==> src/rtl/wdt_pkg.sv <==
package wdt_pkg;
  localparam int ADDR_W = 2;
  localparam int CODE_W = 4;
  localparam int NCODES = 1 << CODE_W;

  typedef enum logic [ADDR_W-1:0] {
    ADR_CTRL = 2'd0,
    ADR_SEL  = 2'd1
  } wdt_addr_e;

  typedef struct packed {
    logic              ovr;
    logic              mode;
    logic [CODE_W-1:0] code;
  } wdt_ctrl_t;

  localparam int CTRL_W = $bits(wdt_ctrl_t);
endpackage

==> src/rtl/wdt_regs.sv <==
module wdt_regs
  import wdt_pkg::*;
#(
  parameter int SEL_W = 8
) (
  input  logic              clk,
  input  logic              rst,
  input  logic [SEL_W-1:0]  strap_i,
  input  logic              wr_en_i,
  input  logic [ADDR_W-1:0] wr_addr_i,
  input  logic [SEL_W-1:0]  wr_data_i,
  output wdt_ctrl_t         ctrl_d,
  output wdt_ctrl_t         ctrl_q,
  output logic [SEL_W-1:0]  sw_d,
  output logic [SEL_W-1:0]  sw_q,
  output logic [SEL_W-1:0]  hw_q,
  output logic              ctrl_wr
);
  logic sel_wr;

  always_comb begin
    ctrl_wr = wr_en_i && (wr_addr_i == ADR_CTRL);
    sel_wr  = wr_en_i && (wr_addr_i == ADR_SEL);
    ctrl_d  = ctrl_q;
    sw_d    = sw_q;
    if (ctrl_wr) ctrl_d = wdt_ctrl_t'(wr_data_i[CTRL_W-1:0]);
    if (sel_wr)  sw_d   = wr_data_i;
  end

  always_ff @(posedge clk) begin
    if (rst) begin
      ctrl_q <= '0;
      sw_q   <= '0;
      hw_q   <= strap_i;
    end else begin
      ctrl_q <= ctrl_d;
      sw_q   <= sw_d;
    end
  end

  AST_STRAP_HELD: assert property (@(posedge clk) disable iff (rst)
    !$past(rst) |-> $stable(hw_q)) else $error("strap changed");

  AST_ODD_ADDR_IGNORED: assert property (@(posedge clk) disable iff (rst)
    (wr_en_i && wr_addr_i[1]) |=> ($stable(ctrl_q) && $stable(sw_q)))
    else $error("write to unused address took effect");
endmodule

==> src/rtl/wdt_decode.sv <==
module wdt_decode
  import wdt_pkg::*;
#(
  parameter int SEC_TICKS   = 1000,
  parameter int SHORT_TICKS = 10,
  parameter int CNT_W       = 15
) (
  input  logic [CODE_W-1:0] code_i,
  output logic [CNT_W-1:0]  load_o
);
  logic [CNT_W-1:0] tbl [NCODES];

  for (genvar k = 0; k < NCODES; k++) begin : g_tbl
    if (k == 0) begin : g_off
      assign tbl[k] = '0;
    end else if (k == 1) begin : g_short
      assign tbl[k] = CNT_W'(SHORT_TICKS);
    end else begin : g_sec
      assign tbl[k] = CNT_W'(k * 2 * SEC_TICKS);
    end
  end

  assign load_o = tbl[code_i];
endmodule

==> src/rtl/wdt_timer.sv <==
module wdt_timer
  import wdt_pkg::*;
#(
  parameter int CNT_W = 15
) (
  input  logic              clk,
  input  logic              rst,
  input  logic              ctrl_wr_i,
  input  logic [CODE_W-1:0] code_i,
  input  logic [CNT_W-1:0]  load_i,
  input  logic              tick_i,
  output logic              alarm_d,
  output logic              alarm_q
);
  logic [CNT_W-1:0] cnt_d, cnt_q;
  logic             armed_d, armed_q;
  logic             last_tick;

  always_comb begin
    cnt_d     = cnt_q;
    armed_d   = armed_q;
    alarm_d   = alarm_q;
    last_tick = armed_q && tick_i && (cnt_q == CNT_W'(1));
    if (ctrl_wr_i) begin
      if (code_i == '0) begin
        cnt_d   = '0;
        armed_d = 1'b0;
        alarm_d = 1'b0;
      end else begin
        cnt_d   = load_i;
        armed_d = 1'b1;
      end
    end else if (armed_q && tick_i) begin
      cnt_d = cnt_q - CNT_W'(1);
      if (last_tick) begin
        armed_d = 1'b0;
        alarm_d = 1'b1;
      end
    end
  end

  always_ff @(posedge clk) begin
    if (rst) begin
      cnt_q   <= '0;
      armed_q <= 1'b0;
      alarm_q <= 1'b0;
    end else begin
      cnt_q   <= cnt_d;
      armed_q <= armed_d;
      alarm_q <= alarm_d;
    end
  end

  AST_ALARM_ON_EXPIRY: assert property (@(posedge clk) disable iff (rst)
    $rose(alarm_q) |-> $past(armed_q && tick_i && !ctrl_wr_i))
    else $error("alarm rose without expiry");

  AST_ALARM_CLEAR_ZERO: assert property (@(posedge clk) disable iff (rst)
    $fell(alarm_q) |-> $past(ctrl_wr_i && (code_i == '0)))
    else $error("alarm cleared without zero code");

  AST_IDLE_HOLDS: assert property (@(posedge clk) disable iff (rst)
    (!armed_q && !ctrl_wr_i) |=> ($stable(cnt_q) && !armed_q))
    else $error("idle counter moved");

  AST_RELOAD: assert property (@(posedge clk) disable iff (rst)
    (ctrl_wr_i && (code_i != '0)) |=> (armed_q && cnt_q == $past(load_i)))
    else $error("keep-alive did not reload");

  AST_OFF_NO_ALARM: assert property (@(posedge clk) disable iff (rst)
    (ctrl_wr_i && (code_i == '0)) |=> (!alarm_q && !armed_q))
    else $error("zero code left watchdog running");
endmodule

==> src/rtl/wdt_selmux.sv <==
module wdt_selmux #(
  parameter int SEL_W = 8
) (
  input  logic             clk,
  input  logic             rst,
  input  logic [SEL_W-1:0] strap_i,
  input  logic             alarm_d_i,
  input  logic             mode_d_i,
  input  logic             ovr_d_i,
  input  logic [SEL_W-1:0] sw_d_i,
  input  logic [SEL_W-1:0] hw_i,
  output logic [SEL_W-1:0] sel_o
);
  logic use_sw;

  always_comb begin
    if (alarm_d_i) use_sw = mode_d_i;
    else           use_sw = ovr_d_i;
  end

  always_ff @(posedge clk) begin
    if (rst) sel_o <= strap_i;
    else     sel_o <= use_sw ? sw_d_i : hw_i;
  end
endmodule

==> src/rtl/wdt_freq_recover.sv <==
module wdt_freq_recover
  import wdt_pkg::*;
#(
  parameter int SEL_W       = 8,
  parameter int SEC_TICKS   = 1000,
  parameter int SHORT_TICKS = 10
) (
  input  logic              clk,
  input  logic              rst,
  input  logic [SEL_W-1:0]  strap_sel_i,
  input  logic              tick_i,
  input  logic              wr_en_i,
  input  logic [ADDR_W-1:0] wr_addr_i,
  input  logic [SEL_W-1:0]  wr_data_i,
  output logic [SEL_W-1:0]  active_sel_o,
  output logic              alarm_o
);
  localparam int MAX_TICKS = (NCODES - 1) * 2 * SEC_TICKS;
  localparam int TOP_TICKS = (MAX_TICKS > SHORT_TICKS) ? MAX_TICKS : SHORT_TICKS;
  localparam int CNT_W     = $clog2(TOP_TICKS + 1);

  wdt_ctrl_t        ctrl_d, ctrl_q;
  logic [SEL_W-1:0] sw_d, sw_q, hw_q;
  logic             ctrl_wr;
  logic [CNT_W-1:0] load_val;
  logic             alarm_d;

  wdt_regs #(.SEL_W(SEL_W)) u_regs (
    .clk(clk), .rst(rst), .strap_i(strap_sel_i),
    .wr_en_i(wr_en_i), .wr_addr_i(wr_addr_i), .wr_data_i(wr_data_i),
    .ctrl_d(ctrl_d), .ctrl_q(ctrl_q), .sw_d(sw_d), .sw_q(sw_q),
    .hw_q(hw_q), .ctrl_wr(ctrl_wr)
  );

  wdt_decode #(.SEC_TICKS(SEC_TICKS), .SHORT_TICKS(SHORT_TICKS), .CNT_W(CNT_W)) u_dec (
    .code_i(ctrl_d.code), .load_o(load_val)
  );

  wdt_timer #(.CNT_W(CNT_W)) u_timer (
    .clk(clk), .rst(rst), .ctrl_wr_i(ctrl_wr), .code_i(ctrl_d.code),
    .load_i(load_val), .tick_i(tick_i), .alarm_d(alarm_d), .alarm_q(alarm_o)
  );

  wdt_selmux #(.SEL_W(SEL_W)) u_mux (
    .clk(clk), .rst(rst), .strap_i(strap_sel_i), .alarm_d_i(alarm_d),
    .mode_d_i(ctrl_d.mode), .ovr_d_i(ctrl_d.ovr), .sw_d_i(sw_d),
    .hw_i(hw_q), .sel_o(active_sel_o)
  );

  AST_RECOVER_HW: assert property (@(posedge clk) disable iff (rst)
    (alarm_o && !ctrl_q.mode) |-> (active_sel_o == hw_q))
    else $error("alarm did not restore strap");

  AST_RECOVER_SW: assert property (@(posedge clk) disable iff (rst)
    (alarm_o && ctrl_q.mode) |-> (active_sel_o == sw_q))
    else $error("alarm did not restore software word");

  AST_NORMAL_SEL: assert property (@(posedge clk) disable iff (rst)
    !alarm_o |-> (active_sel_o == (ctrl_q.ovr ? sw_q : hw_q)))
    else $error("normal selection wrong");
endmodule

==> config.mk <==
export PLATFORM = sky130hd
export DESIGN_NAME = wdt_freq_recover
export DESIGN_NICKNAME = d
export VERILOG_FILES = /design/src/rtl/wdt_pkg.sv /design/src/rtl/wdt_regs.sv /design/src/rtl/wdt_decode.sv /design/src/rtl/wdt_timer.sv /design/src/rtl/wdt_selmux.sv /design/src/rtl/wdt_freq_recover.sv
export SDC_FILE = /design/constraint.sdc
export NUM_CORES = 1
export LEC_CHECK = 0
export ABC_AREA = 1
export BUFFER_PORTS_ARGS = -buffer_cell sky130_fd_sc_hd__buf_4
export CORE_MARGIN = 3
export CORE_UTILIZATION = 25
export DETAILED_ROUTE_END_ITERATION = 8
export HOLD_SLACK_MARGIN = 0.12
export SETUP_SLACK_MARGIN = 0.2
export SLEW_MARGIN = 10
export SYNTH_ARGS = -nofsm -noshare
export SYNTH_HDL_FRONTEND = slang
export SYNTH_HIERARCHICAL = 1
export SYNTH_SLANG_ARGS = --single-unit
==> constraint.sdc <==
create_clock -name clk -period 2.4 [get_ports clk]
set_input_delay 0.48 -clock clk [delete_from_list [all_inputs] [get_ports clk]]
set_output_delay 0.48 -clock clk [all_outputs]
set_load 0.02 [all_outputs]
==> impl_summary.md, run 1 <==
Worst setup path
The worst setup path is launched from a primary input. The start point of the critical path is wr_addr_i[0]. Along the worst path, the maximum fanout reaches 10. At the worst endpoint, the arrival time is between 2 and 2.5 ns. Counting cells, the worst reg-to-reg path comes to 11. The type of destination of the critical path is a register. The data required time of the critical path is between 2 and 3 ns.

The critical path is of the in2reg type. In this run the critical register-to-register path is captured at u_mux/sel_o[4]. The reg-to-reg critical path startpoint is u_timer/cnt_q[1].

The capture point of the worst path is u_mux/sel_o[4]. The worst reg-to-reg setup slack is 0.68 ns.

Die
The core region is 0.0111 mm2. The die height is around 110 um. 31 I/O pins were placed. The number of placement rows is 38. The die covers roughly 0.013 mm2.

The starting density of the core is 0.263. The die extent in x is approximately 110 um.

STA
The final sum of negative setup slack is 0 ns. The clock period minus final worst setup slack is approximately 1.9 ns. Based on the critical path, the design can be clocked at up to ~520 MHz. The final period utilization is 0.799.

The number of failing hold endpoints at the final stage is 0. The number of max-slew violations in the final report was 0. The maximum clock skew at final layout is roughly 0.007 ns. Setup repair after global routing left no endpoint under its margin. Setup violations remaining at the end of the flow were counted as 0.

Final layout
The ratio of cells with drive above 1 in the final layout is 0.159. The net count reported at finish is roughly 500. The number of antenna diodes in the final layout is 0. From synthesis to final layout, the design area changed by 16.4%.

CTS
TritonCTS created 5 clock buffers. In this run the post-CTS setup repair buffer count came out at 0. The longest clock path from root to sink contains 2 buffers. The H-tree depth is 2. TritonCTS built the clock tree. The tree built by TritonCTS fans out to 47 sinks. The root buffer cell is sky130_fd_sc_hd__clkbuf_16. The clock slew seen by the registers of the worst setup and hold paths is approximately 0.060 ns. Clock latency on the worst-skew pair, taken at its later pin, is 0.29 ns.

GRT
The number of antenna violations at the first check in global routing is 0. Across every metal layer, demand over resource in global routing totals 0.103. The wire length of the first global-routing pass is around 11000 um. The via count of the first global-routing pass is ~2400. The pin count of the biggest net entering global routing is 36. Summed over all layers, the global routing overflow is 0.

Synth
The post-synthesis register bit count is between 40 and 50. After synthesis, the mean cell area works out to 6.59 um2. The post-synthesis instance area is between 0.002 and 0.003 mm2. Counting distinct cell types in the post-synthesis netlist gives 30. Yosys printed 6 warnings.

Synthesis produced a netlist whose cell count is ~440. For this run, the register share of the synthesized area comes to 0.349.

Place
The final HPWL from detailed placement is 4900 um. The count of port buffers added during placement is 30. At the end of routability-driven placement, the weighted congestion stood at about 0.8.

Run status
The flow ran to the end, and the final reports show no timing, DRC or antenna violations.

Detailed routing
Wires add up to approximately 6500 um. The via count is roughly 2600. In the routed design, unresolved DRC markers number 0. The routed length per instance is about 11 um.

The iteration count of the initial detailed-routing pass is 4. Dividing the detail-routed via count by the number of cells gives roughly 4.3. The DRC violation total after the first TritonRoute iteration is 187.

The post-route antenna net violation count is 0.

Power and ir drop
The total design power is ~0.0021 W. The worst voltage drop across the vdd grid is between 300 and 400 uV. For this design the static power due to leakage is around 1.7 nW. The total power divided by cell area is 620 mW/mm2.

Run
The number of max-cap violations is 0.

Hold path
The path class of the tightest hold or removal check is in2reg.
-- critical path: stages --
cell	delay, ns
sky130_fd_sc_hd__buf_4	0.16
sky130_fd_sc_hd__nor2_8	0.16
sky130_fd_sc_hd__nand2_4	0.09
sky130_fd_sc_hd__nand2_1	0.06
sky130_fd_sc_hd__nand2_1	0.07
sky130_fd_sc_hd__inv_2	0.12
sky130_fd_sc_hd__nor2_1	0.06
sky130_fd_sc_hd__nand2_1	0.07
sky130_fd_sc_hd__nand2_1	0.05
sky130_fd_sc_hd__nand2_1	0.05
sky130_fd_sc_hd__a21boi_2	0.20
sky130_fd_sc_hd__inv_1	0.10
sky130_fd_sc_hd__nand2_2	0.14
sky130_fd_sc_hd__nand3_1	0.09
sky130_fd_sc_hd__nand3_1	0.10
sky130_fd_sc_hd__nand2_1	0.07
-- layer usage --
metal / wire [um] / global-route usage
met2: 2800 / 0.158
met4: 48 / 0.0230
met1: 3400 / 0.151
met5: 0 / 0
met3: 252 / 0.0180
-- metrics by stage --
stage,instances,cell area [um2],setup slack [ns],hold WS [ns],util
2_1_floorplan,445,2930,0.275,0.452,-
3_3_place_gp,604,3260,0.160,0.475,0.293
3_5_place_dp,604,3260,0.100,0.476,0.293
4_1_cts,612,3410,0.399,0.374,0.306
5_1_grt,612,3410,0.250,0.369,0.306
6_report,612,3410,0.483,0.382,0.306
-- sequential cells by signal (all words and copies together) (netlist names) --
name	cells
u_timer/alarm_q	1
u_regs/sw_q	8
u_regs/hw_q	8
u_regs/ctrl_q	6
u_timer/armed_q	1
u_timer/cnt_q	15
u_mux/sel_o	8
-- cells by family after synthesis --
logic type,share of synthesized area
AOI/OAI and AO/OA,0.0804
xor gates and xnor gates,0.00299
adders and majority gates,0.0342
buffers and inverters,0.150
DFF,0.349
other,0.00128
and+or+nand+nor,0.383
-- cells in the final DEF (no fill, tap or decap), types with 2 or more instances in the layout --
master,Yosys,final
sky130_fd_sc_hd__nor2_1,35,35
sky130_fd_sc_hd__o21bai_1,2,2
sky130_fd_sc_hd__nor2_4,5,5
sky130_fd_sc_hd__buf_4,8,35
sky130_fd_sc_hd__conb_1,1,2
sky130_fd_sc_hd__nand2_2,7,7
sky130_fd_sc_hd__inv_1,83,81
sky130_fd_sc_hd__o21ai_1,4,4
sky130_fd_sc_hd__inv_2,6,8
sky130_fd_sc_hd__nand4_1,9,9
sky130_fd_sc_hd__o21ai_0,20,20
sky130_fd_sc_hd__and2_1,2,2
sky130_fd_sc_hd__dfxtp_1,39,39
sky130_fd_sc_hd__ha_1,8,8
sky130_fd_sc_hd__edfxtp_1,8,8
sky130_fd_sc_hd__nand3_1,62,62
sky130_fd_sc_hd__nor3_1,2,2
sky130_fd_sc_hd__clkbuf_16,0,5
sky130_fd_sc_hd__a31oi_1,3,3
sky130_fd_sc_hd__nand2_1,104,104
sky130_fd_sc_hd__nor2_2,8,8
sky130_fd_sc_hd__a21oi_1,14,14
-- how the worst min path moves through the flow --
stage | start | end | depth (start not counted)
2_1_floorplan | u_timer/armed_q | u_timer/armed_q | 2
3_3_place_gp | u_timer/armed_q | u_timer/armed_q | 2
5_1_grt | strap_sel_i[0] | u_regs/hw_q[0] | 1
4_1_cts | strap_sel_i[2] | u_regs/hw_q[2] | 1
6_report | strap_sel_i[7] | u_regs/hw_q[7] | 1
3_5_place_dp | u_timer/armed_q | u_timer/armed_q | 2
-- timing repair --
action,4_1_cts,5_1_grt
endpoints found under the setup margin,0,1
hold buffers,0,0
gates resized for setup,0,2
hold endpoints to repair,0,0
-- cell type report --
cell class / instances / area [um2]
clock inverters: 2 / 13.8
multi-input cells: 293 / 1470
well taps: 140 / 175
fillers: 1255 / 7720
flip-flops and latches: 47 / 1020
repair buffers: 35 / 263
clock buffers: 6 / 129
inverters: 89 / 334
-- power breakdown --
group          switching [W]  internal (W)  total, W
Clock               0.000295      0.000387  0.000682
Sequential         0.0000349      0.000861  0.000896
Combinational       0.000335      0.000199  0.000534
-- Yosys cell counts --
cell type                  number  share of area
sky130_fd_sc_hd__clkbuf_1       2         0.0026
sky130_fd_sc_hd__xor2_1         1         0.0030
sky130_fd_sc_hd__o21ai_0       20          0.034
sky130_fd_sc_hd__nor2_2         8          0.017
sky130_fd_sc_hd__o21bai_1       2         0.0051
sky130_fd_sc_hd__a31oi_1        3         0.0064
sky130_fd_sc_hd__inv_2          6         0.0077
sky130_fd_sc_hd__nand4_1        9          0.019
sky130_fd_sc_hd__a21oi_1       14          0.024
sky130_fd_sc_hd__conb_1         1         0.0013
sky130_fd_sc_hd__inv_1         83           0.11
sky130_fd_sc_hd__nand2_4        1         0.0038
sky130_fd_sc_hd__nand2_1      104           0.13
sky130_fd_sc_hd__a21boi_2       1         0.0038
sky130_fd_sc_hd__nand3_4        1         0.0060
sky130_fd_sc_hd__buf_6          1         0.0038
sky130_fd_sc_hd__nand3_2        1         0.0034
sky130_fd_sc_hd__o21ai_1        4         0.0068
sky130_fd_sc_hd__nor2_4         5          0.019
sky130_fd_sc_hd__buf_2          5         0.0085
sky130_fd_sc_hd__and2_1         2         0.0043
sky130_fd_sc_hd__ha_1           8          0.034
sky130_fd_sc_hd__nor2_1        35          0.045
sky130_fd_sc_hd__nand3_1       62           0.11
sky130_fd_sc_hd__buf_4          8          0.021
sky130_fd_sc_hd__nor3_1         2         0.0034
sky130_fd_sc_hd__nand2_2        7          0.015
sky130_fd_sc_hd__nor2_8         1         0.0068
sky130_fd_sc_hd__edfxtp_1       8          0.082
sky130_fd_sc_hd__dfxtp_1       39           0.27
(Power assumes the default switching activity.)
==> run 2, diff against run 1 <==
==> constraint.sdc (replaced) <==
create_clock -name clk -period 1.54 [get_ports clk]
set_input_delay 0.308 -clock clk [delete_from_list [all_inputs] [get_ports clk]]
set_output_delay 0.308 -clock clk [all_outputs]
set_load 0.02 [all_outputs]
==> run 2 against run 1 <==
Against the previous run:
- the flow now finishes with violations (negative setup slack)
- largest cell class unchanged
- first-iteration DRC count decreased by 31%
- cell count increased by 10%
- largest power group unchanged
- total power increased by 77%
- sequential share of layout area decreased by 6.5 points
- count of clock-buffer cells in the layout decreased by 1
- hold slack got worse by 0.18 ns
==> impl_summary.md, run 2 (synthesis gave the netlist of run 1 again) <==
Run status
The flow ran to the end, but the final reports show violations. The checks that failed: negative setup slack.

Die
The die extent in x is 114 um (unchanged). The starting density of the core was 0.263 (unchanged). The die area is 0.0130 mm2 (unchanged). The placeable core region is 0.0111 mm2 (unchanged). The die height is 114 um (unchanged). The number of placement rows was 38 (unchanged). The I/O pin count is 31 (unchanged).

Worst setup path
Among all stages on the critical path, the largest delay is contributed by sky130_fd_sc_hd__dfxtp_2. The critical path goes through inv_2 -> ha_4 -> nand2_2 -> nor2_4 -> nand3_4 -> a21boi_4 -> inv_2 -> nand2_4 -> nand3_1 -> nand3_2 -> nand2_1. The largest incremental delay on the critical path came to 0.32 ns (+0.12 ns). The worst setup path is of the reg2reg kind.

The data required time of the critical path is 1.72 ns (-0.85 ns). The cell family with the largest share of critical-path delay is simple AND/OR/NAND/NOR gates. The buffering stage count on the worst path with inverters included was 2 (-1). STA classifies the critical path startpoint as a register. The signal arrival time at the worst endpoint is 1.75 ns (-0.34 ns). The cell with the most instances on the worst path is sky130_fd_sc_hd__inv_2. The type of destination of the critical path is a register.

The maximum fanout encountered on the critical timing path is 8 (-2).

STA
The worst-case setup margin in the final layout came to -0.0281 ns (-0.511 ns). The number of failing hold endpoints at the final stage is 0 (unchanged). The maximum clock skew at final layout is 0.00979 ns (+0.00278 ns).

Of the available clock period, the critical path in the final layout requires 1.02. The achievable clock frequency is between 600 and 700 MHz. The final-layout worst hold slack is 0.199 ns (-0.183 ns).

For the finished layout, the period the worst path requires is between 1.5 and 2 ns. The final sum of negative setup slack was -0.160 ns (-0.160 ns). The number of max-slew violations in the final report came to 0 (unchanged). Setup repair after global routing could not meet its margin everywhere. The setup-violating endpoint count in the final report came to 9 (+9).

Detailed routing
The routed length per instance was 11.7 um (+10%). The via count was 3020 (+15%). The via-per-instance ratio is 4.47 (+3.7%).

The post-route antenna net violation count is 0 (unchanged). The final wirelength is 7920 um (+22%). The DRC violation count after routing is 0 (unchanged).

The DRC violation total after the first TritonRoute iteration is 129 (-31%). The iteration count of the initial detailed-routing pass was 4 (unchanged).

CTS
The H-tree depth is 2 (unchanged). The TritonCTS buffer count is 5 (unchanged). The buffer levels on the longest clock path came to 2 (unchanged). The number of buffers inserted by hold repair at cts came to 0 (unchanged). The clock slew seen by the registers of the worst setup and hold paths is 0.07 ns (about the same). The clock insertion delay at the later pin of the skew report is 0.29 ns (about the same). The number of clock sinks seen by CTS is 47 (unchanged). The TritonCTS clock tree is done. The tree is rooted in a sky130_fd_sc_hd__clkbuf_16.

Final layout
More flip-flops sit in one register than any other, and that register is u_timer/cnt_q. The top cell types in the final layout, fill and taps aside, are sky130_fd_sc_hd__nand2_1, sky130_fd_sc_hd__buf_4, sky130_fd_sc_hd__inv_1, sky130_fd_sc_hd__nand3_1, sky130_fd_sc_hd__dfxtp_1. The flip-flop count of the largest register after layout is 15 (unchanged). The growth of design area from synthesis to finish is 49.9%. The ratio of cells with drive above 1 in the final layout was 0.409 (+0.250).

The net count reported at finish is 565 (+13%). The fill cell total of the finished layout is 1144 (-8.8%). The antenna diode instance count is 0 (unchanged).

The post-layout utilization of the core is 0.394 (+0.0881). The register area is 0.00103 mm2 (+0.98%). The area occupied by multi-input gates is 0.00179 mm2 (+22%). The library cell used most frequently in the layout, excluding fill and tap cells, is sky130_fd_sc_hd__nand2_1. The final standard cell area without fillers is 0.00439 mm2 (+29%).

Power and ir drop
The fraction of power consumed by the clock network is 0.293 (-0.030). The internal portion of total power came to 0.00252 W (+74%). The worst voltage drop across the vdd grid was 438 uV (+39%). The switching power came to 0.00122 W (+83%). The total power divided by cell area is 852 mW/mm2 (+38%).

The leakage component of the power is 2.17 nW (+24%). The sequential group share of total power is 0.370 (-0.054). The portion of total power attributed to combinational logic is 0.337 (+0.084). The switching power as a share of total power is 0.326 (+0.0111).

GRT
The pin count of the biggest net entering global routing is 22 (-39%). The number of antenna violations at the first check in global routing is 0 (unchanged). The via count of the first global-routing pass was 3089 (+27%). The total routing resource utilization after global routing was 0.123 (+0.0202).

The wire length of the first global-routing pass was 13400 um (+19%). The total congestion overflow was 0 (unchanged).

Place
The post-placement worst setup slack is -0.357 ns (-0.458 ns). The post-detailed-placement cell area is 0.00369 mm2 (+13%). The final HPWL from detailed placement is 5490 um (+12%). The final weighted congestion in routability-driven placement is 0.831 (+0.79%). The count of port buffers added during placement is 30 (unchanged).

Run
The number of max-cap violations is 0 (unchanged).

Hold path
The tightest min-delay check is of the in2reg type.
==> run 2: changes by cell type in the layout (fill, tap and decap cells not counted), sizes merged <==
cell / change
clkinvlp: +1
buf: +63
==> run 2: worst register-to-register path, cell delays in order, from the launching register on <==
cell and delay [ns]:
sky130_fd_sc_hd__dfxtp_2 0.32, sky130_fd_sc_hd__inv_2 0.07, sky130_fd_sc_hd__ha_4 0.13, sky130_fd_sc_hd__nand2_2 0.06, sky130_fd_sc_hd__nor2_4 0.12, sky130_fd_sc_hd__nand3_4 0.10
sky130_fd_sc_hd__a21boi_4 0.22, sky130_fd_sc_hd__inv_2 0.09, sky130_fd_sc_hd__nand2_4 0.14, sky130_fd_sc_hd__nand3_1 0.10, sky130_fd_sc_hd__nand3_2 0.07, sky130_fd_sc_hd__nand2_1 0.04
==> run 2: what timing repair did <==
action / in CTS / in global routing
pin swaps: 42 / 24
cloned: 1 / 1
setup buffers: 14 / 4
endpoints found under the setup margin: 21 / 25
resized for setup: 53 / 50
==> run 2: stage by stage <==
stage          std cells  power, W
2_1_floorplan        445   0.00207
3_5_place_dp         648   0.00244
5_1_grt              676   0.00398
4_1_cts              671   0.00368
3_3_place_gp         648   0.00241
6_report             676   0.00374
==> run 2: final cells by class <==
| type | count | share of cell area |
|---|---|---|
| clock buffer | 5 | 0.0285 |
| sequential | 47 | 0.235 |
| tap | 140 | 0.0399 |
| multi-input combinational | 293 | 0.409 |
| timing repair buffer | 99 | 0.202 |
| inverter | 89 | 0.0801 |
| clock inverter | 3 | 0.00570 |
==> run 2: worst paths after layout <==
| check | end | startpoint | slack [ns] | cells after the start |
|---|---|---|---|---|
| setup / recovery | u_mux/sel_o[6] | u_timer/cnt_q[1] | -0.03 | 11 |
| hold / removal | u_regs/hw_q[1] | strap_sel_i[1] | 0.20 | 1 |
| setup reg to reg | u_mux/sel_o[6] | u_timer/cnt_q[1] | -0.03 | 11 |
| hold reg to reg | u_timer/armed_q | u_timer/armed_q | 0.49 | 2 |
==> run 2: power groups by stage <==
stage,Sequential (W),Combinational (W),Clock (W)
2_1_floorplan,0.00144,0.000624,0
3_3_place_gp,0.00140,0.00101,0
3_5_place_dp,0.00141,0.00103,0
4_1_cts,0.00138,0.00117,0.00113
5_1_grt,0.00139,0.00140,0.00118
6_report,0.00138,0.00126,0.00110
==> run 2: layer usage <==
metal	global-route usage	up-vias	routed length, um
met4	0.0467	0	156
met5	0	-	0
met3	0.0238	14	295
li1	-	1559	-
met2	0.202	57	3910
met1	0.161	1390	3560
